<file path="src/rtl/bitop_shift_pkg.sv">
package bitop_shift_pkg;

    typedef enum logic [2:0] {
        OP_ROTL_CIRC  = 3'd0,
        OP_ROTR_CIRC  = 3'd1,
        OP_ROTL_CARRY = 3'd2,
        OP_ROTR_CARRY = 3'd3,
        OP_SHL_ARITH  = 3'd4,
        OP_SHR_ARITH  = 3'd5,
        OP_NIB_SWAP   = 3'd6,
        OP_SHR_LOGIC  = 3'd7
    } bitop_e;

endpackage

</file>
<file path="src/rtl/bitop_shift_core.sv">
module bitop_shift_core
    import bitop_shift_pkg::*;
#(
    parameter int DATA_W = 8
) (
    input  bitop_e             op,
    input  logic [DATA_W-1:0]  operand,
    input  logic               carry_in,
    output logic [DATA_W-1:0]  result,
    output logic               shifted_out
);
    localparam int HALF = DATA_W / 2;
    localparam int MSB  = DATA_W - 1;

    logic top_bit;
    logic low_bit;

    assign top_bit = operand[MSB];
    assign low_bit = operand[0];

    always_comb begin
        result      = operand;
        shifted_out = 1'b0;
        unique case (op)
            OP_ROTL_CIRC: begin
                result      = {operand[MSB-1:0], top_bit};
                shifted_out = top_bit;
            end
            OP_ROTR_CIRC: begin
                result      = {low_bit, operand[MSB:1]};
                shifted_out = low_bit;
            end
            OP_ROTL_CARRY: begin
                result      = {operand[MSB-1:0], carry_in};
                shifted_out = top_bit;
            end
            OP_ROTR_CARRY: begin
                result      = {carry_in, operand[MSB:1]};
                shifted_out = low_bit;
            end
            OP_SHL_ARITH: begin
                result      = {operand[MSB-1:0], 1'b0};
                shifted_out = top_bit;
            end
            OP_SHR_ARITH: begin
                result      = {top_bit, operand[MSB:1]};
                shifted_out = low_bit;
            end
            OP_NIB_SWAP: begin
                result      = {operand[HALF-1:0], operand[MSB:HALF]};
                shifted_out = 1'b0;
            end
            OP_SHR_LOGIC: begin
                result      = {1'b0, operand[MSB:1]};
                shifted_out = low_bit;
            end
            default: begin
                result      = operand;
                shifted_out = 1'b0;
            end
        endcase
    end

endmodule

</file>
<file path="src/rtl/bitop_flag_gen.sv">
module bitop_flag_gen
    import bitop_shift_pkg::*;
#(
    parameter int DATA_W = 8
) (
    input  bitop_e             op,
    input  logic [DATA_W-1:0]  result,
    input  logic               shifted_out,
    output logic               zero_flag,
    output logic               sub_flag,
    output logic               half_flag,
    output logic               carry_flag
);
    always_comb begin
        zero_flag  = (result == '0);
        sub_flag   = 1'b0;
        half_flag  = 1'b0;
        carry_flag = (op == OP_NIB_SWAP) ? 1'b0 : shifted_out;
    end

endmodule

</file>
<file path="src/rtl/bitop_cycle_sel.sv">
module bitop_cycle_sel #(
    parameter int REG_CYCLES = 2,
    parameter int MEM_CYCLES = 4,
    parameter int CYC_W      = 3
) (
    input  logic             from_mem,
    output logic [CYC_W-1:0] cycles
);
    localparam logic [CYC_W-1:0] REG_COST = CYC_W'(REG_CYCLES);
    localparam logic [CYC_W-1:0] MEM_COST = CYC_W'(MEM_CYCLES);

    always_comb begin
        cycles = from_mem ? MEM_COST : REG_COST;
    end

endmodule

</file>
<file path="src/rtl/bitop_shift_unit.sv">
module bitop_shift_unit
    import bitop_shift_pkg::*;
#(
    parameter int DATA_W     = 8,
    parameter int REG_CYCLES = 2,
    parameter int MEM_CYCLES = 4,
    parameter int CYC_W      = $clog2(MEM_CYCLES + 1)
) (
    input  logic              clk,
    input  logic              rst_n,
    input  logic              in_valid,
    input  logic [2:0]        in_op,
    input  logic [DATA_W-1:0] in_operand,
    input  logic              in_carry,
    input  logic              in_from_mem,
    output logic              out_valid,
    output logic [DATA_W-1:0] out_result,
    output logic              out_zero,
    output logic              out_sub,
    output logic              out_half,
    output logic              out_carry,
    output logic [CYC_W-1:0]  out_cycles
);
    typedef struct packed {
        logic              valid;
        logic [DATA_W-1:0] value;
        logic              z;
        logic              n;
        logic              h;
        logic              c;
        logic [CYC_W-1:0]  cycles;
    } out_state_t;

    bitop_e             op_sel;
    logic [DATA_W-1:0]  core_result;
    logic               core_out_bit;
    logic               flg_z, flg_n, flg_h, flg_c;
    logic [CYC_W-1:0]   cost;
    out_state_t         state_d, state_q;

    assign op_sel = bitop_e'(in_op);

    bitop_shift_core #(.DATA_W(DATA_W)) u_core (
        .op          (op_sel),
        .operand     (in_operand),
        .carry_in    (in_carry),
        .result      (core_result),
        .shifted_out (core_out_bit)
    );

    bitop_flag_gen #(.DATA_W(DATA_W)) u_flags (
        .op          (op_sel),
        .result      (core_result),
        .shifted_out (core_out_bit),
        .zero_flag   (flg_z),
        .sub_flag    (flg_n),
        .half_flag   (flg_h),
        .carry_flag  (flg_c)
    );

    bitop_cycle_sel #(
        .REG_CYCLES (REG_CYCLES),
        .MEM_CYCLES (MEM_CYCLES),
        .CYC_W      (CYC_W)
    ) u_cost (
        .from_mem (in_from_mem),
        .cycles   (cost)
    );

    always_comb begin
        state_d       = state_q;
        state_d.valid = in_valid;
        if (in_valid) begin
            state_d.value  = core_result;
            state_d.z      = flg_z;
            state_d.n      = flg_n;
            state_d.h      = flg_h;
            state_d.c      = flg_c;
            state_d.cycles = cost;
        end
    end

    always_ff @(posedge clk) begin
        if (!rst_n) begin
            state_q <= '0;
        end else begin
            state_q <= state_d;
        end
    end

    assign out_valid  = state_q.valid;
    assign out_result = state_q.value;
    assign out_zero   = state_q.z;
    assign out_sub    = state_q.n;
    assign out_half   = state_q.h;
    assign out_carry  = state_q.c;
    assign out_cycles = state_q.cycles;

    assert_sra_sign_R5: assert property (@(posedge clk) disable iff (!rst_n)
        (in_valid && in_op == OP_SHR_ARITH) |=>
            (out_result[DATA_W-1] == $past(in_operand[DATA_W-1])));

    assert_swap_carry_R7: assert property (@(posedge clk) disable iff (!rst_n)
        (in_valid && in_op == OP_NIB_SWAP) |=> !out_carry);

    assert_nh_clear_R8: assert property (@(posedge clk) disable iff (!rst_n)
        out_valid |-> (!out_sub && !out_half));

    assert_zero_match_R8: assert property (@(posedge clk) disable iff (!rst_n)
        out_valid |-> (out_zero == (out_result == '0)));

    assert_mem_cost_R9: assert property (@(posedge clk) disable iff (!rst_n)
        (in_valid && in_from_mem) |=> (out_cycles == CYC_W'(MEM_CYCLES)));

    assert_idle_hold_R10: assert property (@(posedge clk) disable iff (!rst_n)
        !in_valid |=> (!out_valid && $stable(out_result) && $stable(out_carry)));

    assert_shl_fill_R4: assert property (@(posedge clk) disable iff (!rst_n)
        (in_valid && in_op == OP_SHL_ARITH) |=> !out_result[0]);

endmodule

</file>
<file path="config.mk">
export PLATFORM = sky130hd
export DESIGN_NAME = bitop_shift_unit
export DESIGN_NICKNAME = d
export VERILOG_FILES = /design/src/rtl/bitop_shift_pkg.sv /design/src/rtl/bitop_shift_core.sv /design/src/rtl/bitop_flag_gen.sv /design/src/rtl/bitop_cycle_sel.sv /design/src/rtl/bitop_shift_unit.sv
export SDC_FILE = /design/constraint.sdc
export NUM_CORES = 1
export LEC_CHECK = 0
export ABC_AREA = 0
export CORE_UTILIZATION = 25
export DETAILED_ROUTE_END_ITERATION = 16
export HOLD_SLACK_MARGIN = 0.06
export MAX_ROUTING_LAYER = met4
export RECOVER_POWER = 100
export SLEW_MARGIN = 20
export SYNTH_ARGS = -nofsm -noshare
export SYNTH_HDL_FRONTEND = slang
export SYNTH_SLANG_ARGS = --single-unit
</file>
<file path="constraint.sdc">
create_clock -name clk -period 4.3 [get_ports clk]
set_input_delay 0.86 -clock clk [delete_from_list [all_inputs] [get_ports clk]]
set_output_delay 0.86 -clock clk [all_outputs]
set_load 0.005 [all_outputs]
</file>
==> qor.yml, run 1 <==
outcome:
  run_status: "complete, no violations"
sta:
  fin_crit_ns: 3.06
  setup_viol: 0
  rsz0062_at_grt: "false"
  post-route-period-util_pct: 71.1
  tns_ns: 0
  fin_skew_ns: 0
  slew_viol_final: 0
  slew_headroom_pct: 38.6
  finalHoldViolations: 0
  tightestPinTransition_ns: 0.920
  fmax_mhz: 327
floorplanning:
  ioPinCount: 32
  dieWidth_um: 56.1
  rows: 19
  coreArea_um2: 2760
  start_util_pct: 26.5
  dieArea_um2: 3140
  die_h_um: 56.1
global_routing:
  antenna_found_initial: 0
  grt_pass1_vias: 624
  grt_pass1_wl_um: 2760
  grt_max_degree: 19
  overflow: 0
  grt_usage_pct: 11.5
synth:
  synth_area_leaders: "dfxtp_1 36%, mux2i_1 23%, nor2_1 5.1%"
  yosysTopAreaCellShare_pct: 35.6
  synth_commonest_cells: "17 x mux2i_1, 13 x dfxtp_1, 10 x nor2_1, 9 x nand2_1, 7 x o21ai_0"
  synthDistinctLibCells: 24
  synth_edf_count: 0
  synth_seq_cells: 13
  yosysTopAreaCell: "dfxtp_1"
  yosysSeqAreaShare_pct: 35.6
  synthArstFlopShare_pct: 0
  yosys_warnings: 0
  yosysMostFrequentCell: "mux2i_1"
  avgSynthCellArea_um2: 8.80
  synthCells: 83
  synthFlopType: "dfxtp_1"
  synth.cell_area_um2: 731
detailed_routing:
  drtIter0Drc: 10
  ant_nets: 0
  dr.pass1.iters: 2
  via_per_inst: 4.64
  drc: 0
  wl_per_cell_um: 12.1
  drt_wl_total_um: 1700
  dr_total_vias: 654
min_path:
  whs_path_depth: 2
  hp-class: "reg2reg"
  hp-start: "out_cycles[2]"
  min_to: "out_cycles[2]"
cells_and_area:
  area_growth_pct: 41.1
  nNetsFinal: 127
  drive_gt1_share_pct: 5.45
  diodes: 0
  post-route-util_pct: 37.4
clocking:
  h-tree-depth: 1
  cts.sinks: 13
  cts_tree: "done"
  insertion_delay_ns: 0.27
  cts.path.max_buffers: 2
  cts_setup_buffers: 0
  cts_resized: 0
  cts_root_buffer: "clkbuf_4"
  clkTransAtPathRegs_ns: 0.08
  ctsHoldBuffers: 0
  cts_buffers: 3
worst_setup_path:
  cp-start-kind: "input pin"
  r2r-end: "out_result[7]"
  crit_type: "in2reg"
  critPathCaptureType: "register"
  regToRegSetupSlack_ns: 3.68
  critPathMaxFanout: 16
  timing.rr.start: "out_result[7]"
  crit_arrival_ns: 3.24
  r2r_cells: 1
  required_ns: 4.48
power:
  max-vdd-ir-drop_v: 0.000202
  pwr_density_cell_nw_per_um2: 264
  leakage_nw: 0.492
  p_total_mw: 0.272
place:
  dp_hpwl_um: 1270
  gp_congestion: 0.701
  portBuffers: 28
run:
  maxCapViolations: 0
[how the worst max path moves through the flow]
stage	startpoint	endpoint	slack (ns)	cells past startpoint
2_1_floorplan	in_op[2]	out_zero	2.07	5
3_3_place_gp	in_op[2]	out_zero	1.38	6
3_5_place_dp	in_op[2]	out_zero	1.34	6
4_1_cts	in_op[2]	out_zero	1.62	6
5_1_grt	in_valid	out_zero	1.12	6
6_report	in_valid	out_zero	1.24	6
[per-stage QoR]
step	hold slack (ns)	setup WS, ns	area, um^2	instances
after global placement	0.470	1.38	1020	137
after CTS	0.510	1.62	1040	141
after detailed placement	0.488	1.34	1020	137
after global routing	0.525	1.12	1030	141
final	0.495	1.24	1030	141
after floorplan	0.477	2.07	738	85
[where the power goes]
| part | switching [mW] | leakage, nW | internal, mW |
|---|---|---|---|
| combinational | 0.0301 | 0.370 | 0.0372 |
| clock | 0.0373 | 0.0150 | 0.0359 |
| sequential | 0.00336 | 0.107 | 0.128 |
| total | 0.0707 | 0.492 | 0.201 |
[cell usage in the layout, fill, tap and decap left out]
cell             instances
a21oi_1                  1
a31oi_1                  1
nand2_1                  9
nor3b_1                  1
or4_1                    2
nand2_2                  1
nand3b_1                 1
clkbuf_4                 3
clkbuf_1                 2
nor2_1                  10
o21ai_0                  7
o32ai_1                  1
o211a_1                  1
mux2i_1                 17
dfxtp_1                 13
dlygate4sd3_1           14
clkdlybuf4s50_1         14
conb_1                   3
mux2_4                   1
a211oi_2                 1
o2111a_1                 1
inv_1                    4
and2_1                   1
o211ai_1                 1
[kinds of logic after synthesis]
group | share of synthesized area [%]
other | 0.513
AO/OA/AOI/OAI | 14.2
AND/OR/NAND/NOR | 15.6
buffers and inverters | 8.73
flip-flops | 35.6
multiplexers | 25.3
[flip-flops by register name, indices dropped and copies added, names as in the netlist]
register	cells
out_result	8
out_valid	1
out_carry	1
out_zero	1
out_cycles	2
[worst max-delay path, cell delays in order]
cell and delay (ns):
dlygate4sd3_1 0.52, clkbuf_1 0.69, o2111a_1 0.31, a31oi_1 0.06, or4_1 0.53, o32ai_1 0.28
[routing by layer]
layer	vias to the layer above	track usage, %	routed length, um
li1	337	-	-
met1	293	15.4	858
met2	22	16.3	745
met3	2	2.09	81
met4	0	6.27	14
met5	-	-	0
[layout make-up]
class / instances / area (um^2)
Clock buffer: 4 / 26.3
Multi-Input combinational cell: 60 / 407
Inverter: 4 / 15.0
Sequential cell: 13 / 260
Timing Repair Buffer: 29 / 284
Fill cell: 292 / 1730
Tap cell: 31 / 38.8
Power figures use the tool's default switching activity.
==> run 2: changes to the inputs <==
- clock period: 4.3 -> 2.5 ns (I/O delays scaled with it)
==> run 2 against run 1 <==
Against the previous run:
- critical path depth grew 1
- flip-flop and latch count unchanged
- sequential power is 73% higher
- combinational power rose by 87%
- clock skew did not move
- power is 75% higher
- largest cell class unchanged
- highest routed layer unchanged
==> qor.yml, run 2 (synthesis results as in run 1) <==
cells_and_area:
  largest_reg_flops: 8
  post-route-util_pct: 39.3
  nNetsFinal: 134
  layout_common_cells: "17 x mux2i_1, 14 x clkdlybuf4s50_1, 14 x dlygate4sd3_1"
  area_growth_pct: 48.3
  diodes: 0
  drive_gt1_share_pct: 11.1
  final_cells: 148
  layout.cells.most_common: "mux2i_1"
floorplanning:
  dieWidth_um: 56.1
  ioPinCount: 32
  start_util_pct: 26.5
  coreArea_um2: 2760
  die_h_um: 56.1
  rows: 19
  dieArea_um2: 3140
detailed_routing:
  ant_nets: 0
  wl_per_cell_um: 11.7
  dr_total_vias: 682
  drc: 0
  dr.pass1.iters: 4
  drt_wl_total_um: 1740
  drtIter0Drc: 22
  via_per_inst: 4.61
clocking:
  cts_setup_buffers: 0
  cts_resized: 0
  cts_buffers: 3
  insertion_delay_ns: 0.27
  cts_root_buffer: "clkbuf_4"
  clkTransAtPathRegs_ns: 0.07
  ctsHoldBuffers: 0
  cts.path.max_buffers: 2
  cts.sinks: 13
  cts_tree: "done"
  h-tree-depth: 1
power:
  pwr_density_cell_nw_per_um2: 438
  p_total_mw: 0.474
  max-vdd-ir-drop_v: 0.000369
  leakage_nw: 0.525
place:
  dp_hpwl_um: 1370
  gp_congestion: 0.849
  portBuffers: 28
  dp_cells: 144
  pre_cts_ws_ns: -0.0237
worst_setup_path:
  required_ns: 2.67
  critPathMaxFanout: 8
  crit_arrival_ns: 2.44
  critPathCaptureType: "register"
  cp-start-kind: "input pin"
  crit_type: "in2reg"
global_routing:
  grt_max_degree: 15
  overflow: 0
  grt_usage_pct: 12.6
  grt_pass1_vias: 698
  antenna_found_initial: 0
  grt_pass1_wl_um: 3030
run:
  maxCapViolations: 0
sta:
  setup_slack_ns: 0.234
  setup_viol: 0
  slew_viol_final: 0
  post-route-period-util_pct: 90.7
  rsz0062_at_grt: "false"
  finalHoldViolations: 0
  fin_skew_ns: 0
  slew_headroom_pct: 47.2
  fin_crit_ns: 2.27
  tightestPinTransition_ns: 0.792
  tns_ns: 0
  fmax_mhz: 441
min_path:
  hp-class: "reg2reg"
outcome:
  run_status: "complete, no violations"
-- run 2: cell count changes in the layout (fill, tap and decap cells not counted) --
cell / change
buf_4: +7
-- run 2: power breakdown --
group | internal [mW] | total [mW] | switching [mW]
clock | 0.0618 | 0.122 | 0.0604
sequential | 0.220 | 0.226 | 0.00589
combinational | 0.0727 | 0.126 | 0.0538
-- run 2: worst paths after layout --
check	endpoint	cells after the start	start	slack, ns
hold / removal	out_zero	2	out_zero	0.49
setup / recovery	out_zero	7	in_op[2]	0.23
hold reg to reg	out_zero	2	out_zero	0.49
setup reg to reg	out_carry	2	out_carry	1.87
-- run 2: worst max-delay path, stage by stage --
cell             delay (ns)
clkdlybuf4s50_1        0.44
buf_4                  0.17
nand2_2                0.18
mux2i_1                0.23
o21ai_0                0.14
or4_1                  0.54
o32ai_1                0.24
-- run 2: cell type report --
class                      count  area [um^2]
fill                         301         1670
multi-input combinational     60          407
timing repair buffer          36          337
sequential                    13          260
tap                           31         38.8
clock buffer                   4         26.3
inverter                       4         15.0
-- run 2: stage by stage --
stage,hold WS (ns),area [um^2]
after floorplan,0.477,738
after global placement,0.467,1070
after detailed placement,0.483,1070
after CTS,0.500,1090
after global routing,0.515,1080
final,0.486,1080
-- run 2: layer usage --
metal	share of wire [%]	up-vias	GRT usage, %
met1	47	306	16.1
met4	0.69	0	7.32
met3	6.3	2	2.33
met2	46	24	18.5
met5	0	-	-
li1	-	350	-
==> run 3: changes to the inputs <==
- ABC_CLOCK_PERIOD_IN_PS: default -> 2500
==> results of run 3 <==
The final DEF is identical to that of run 2; final timing and power are the same.
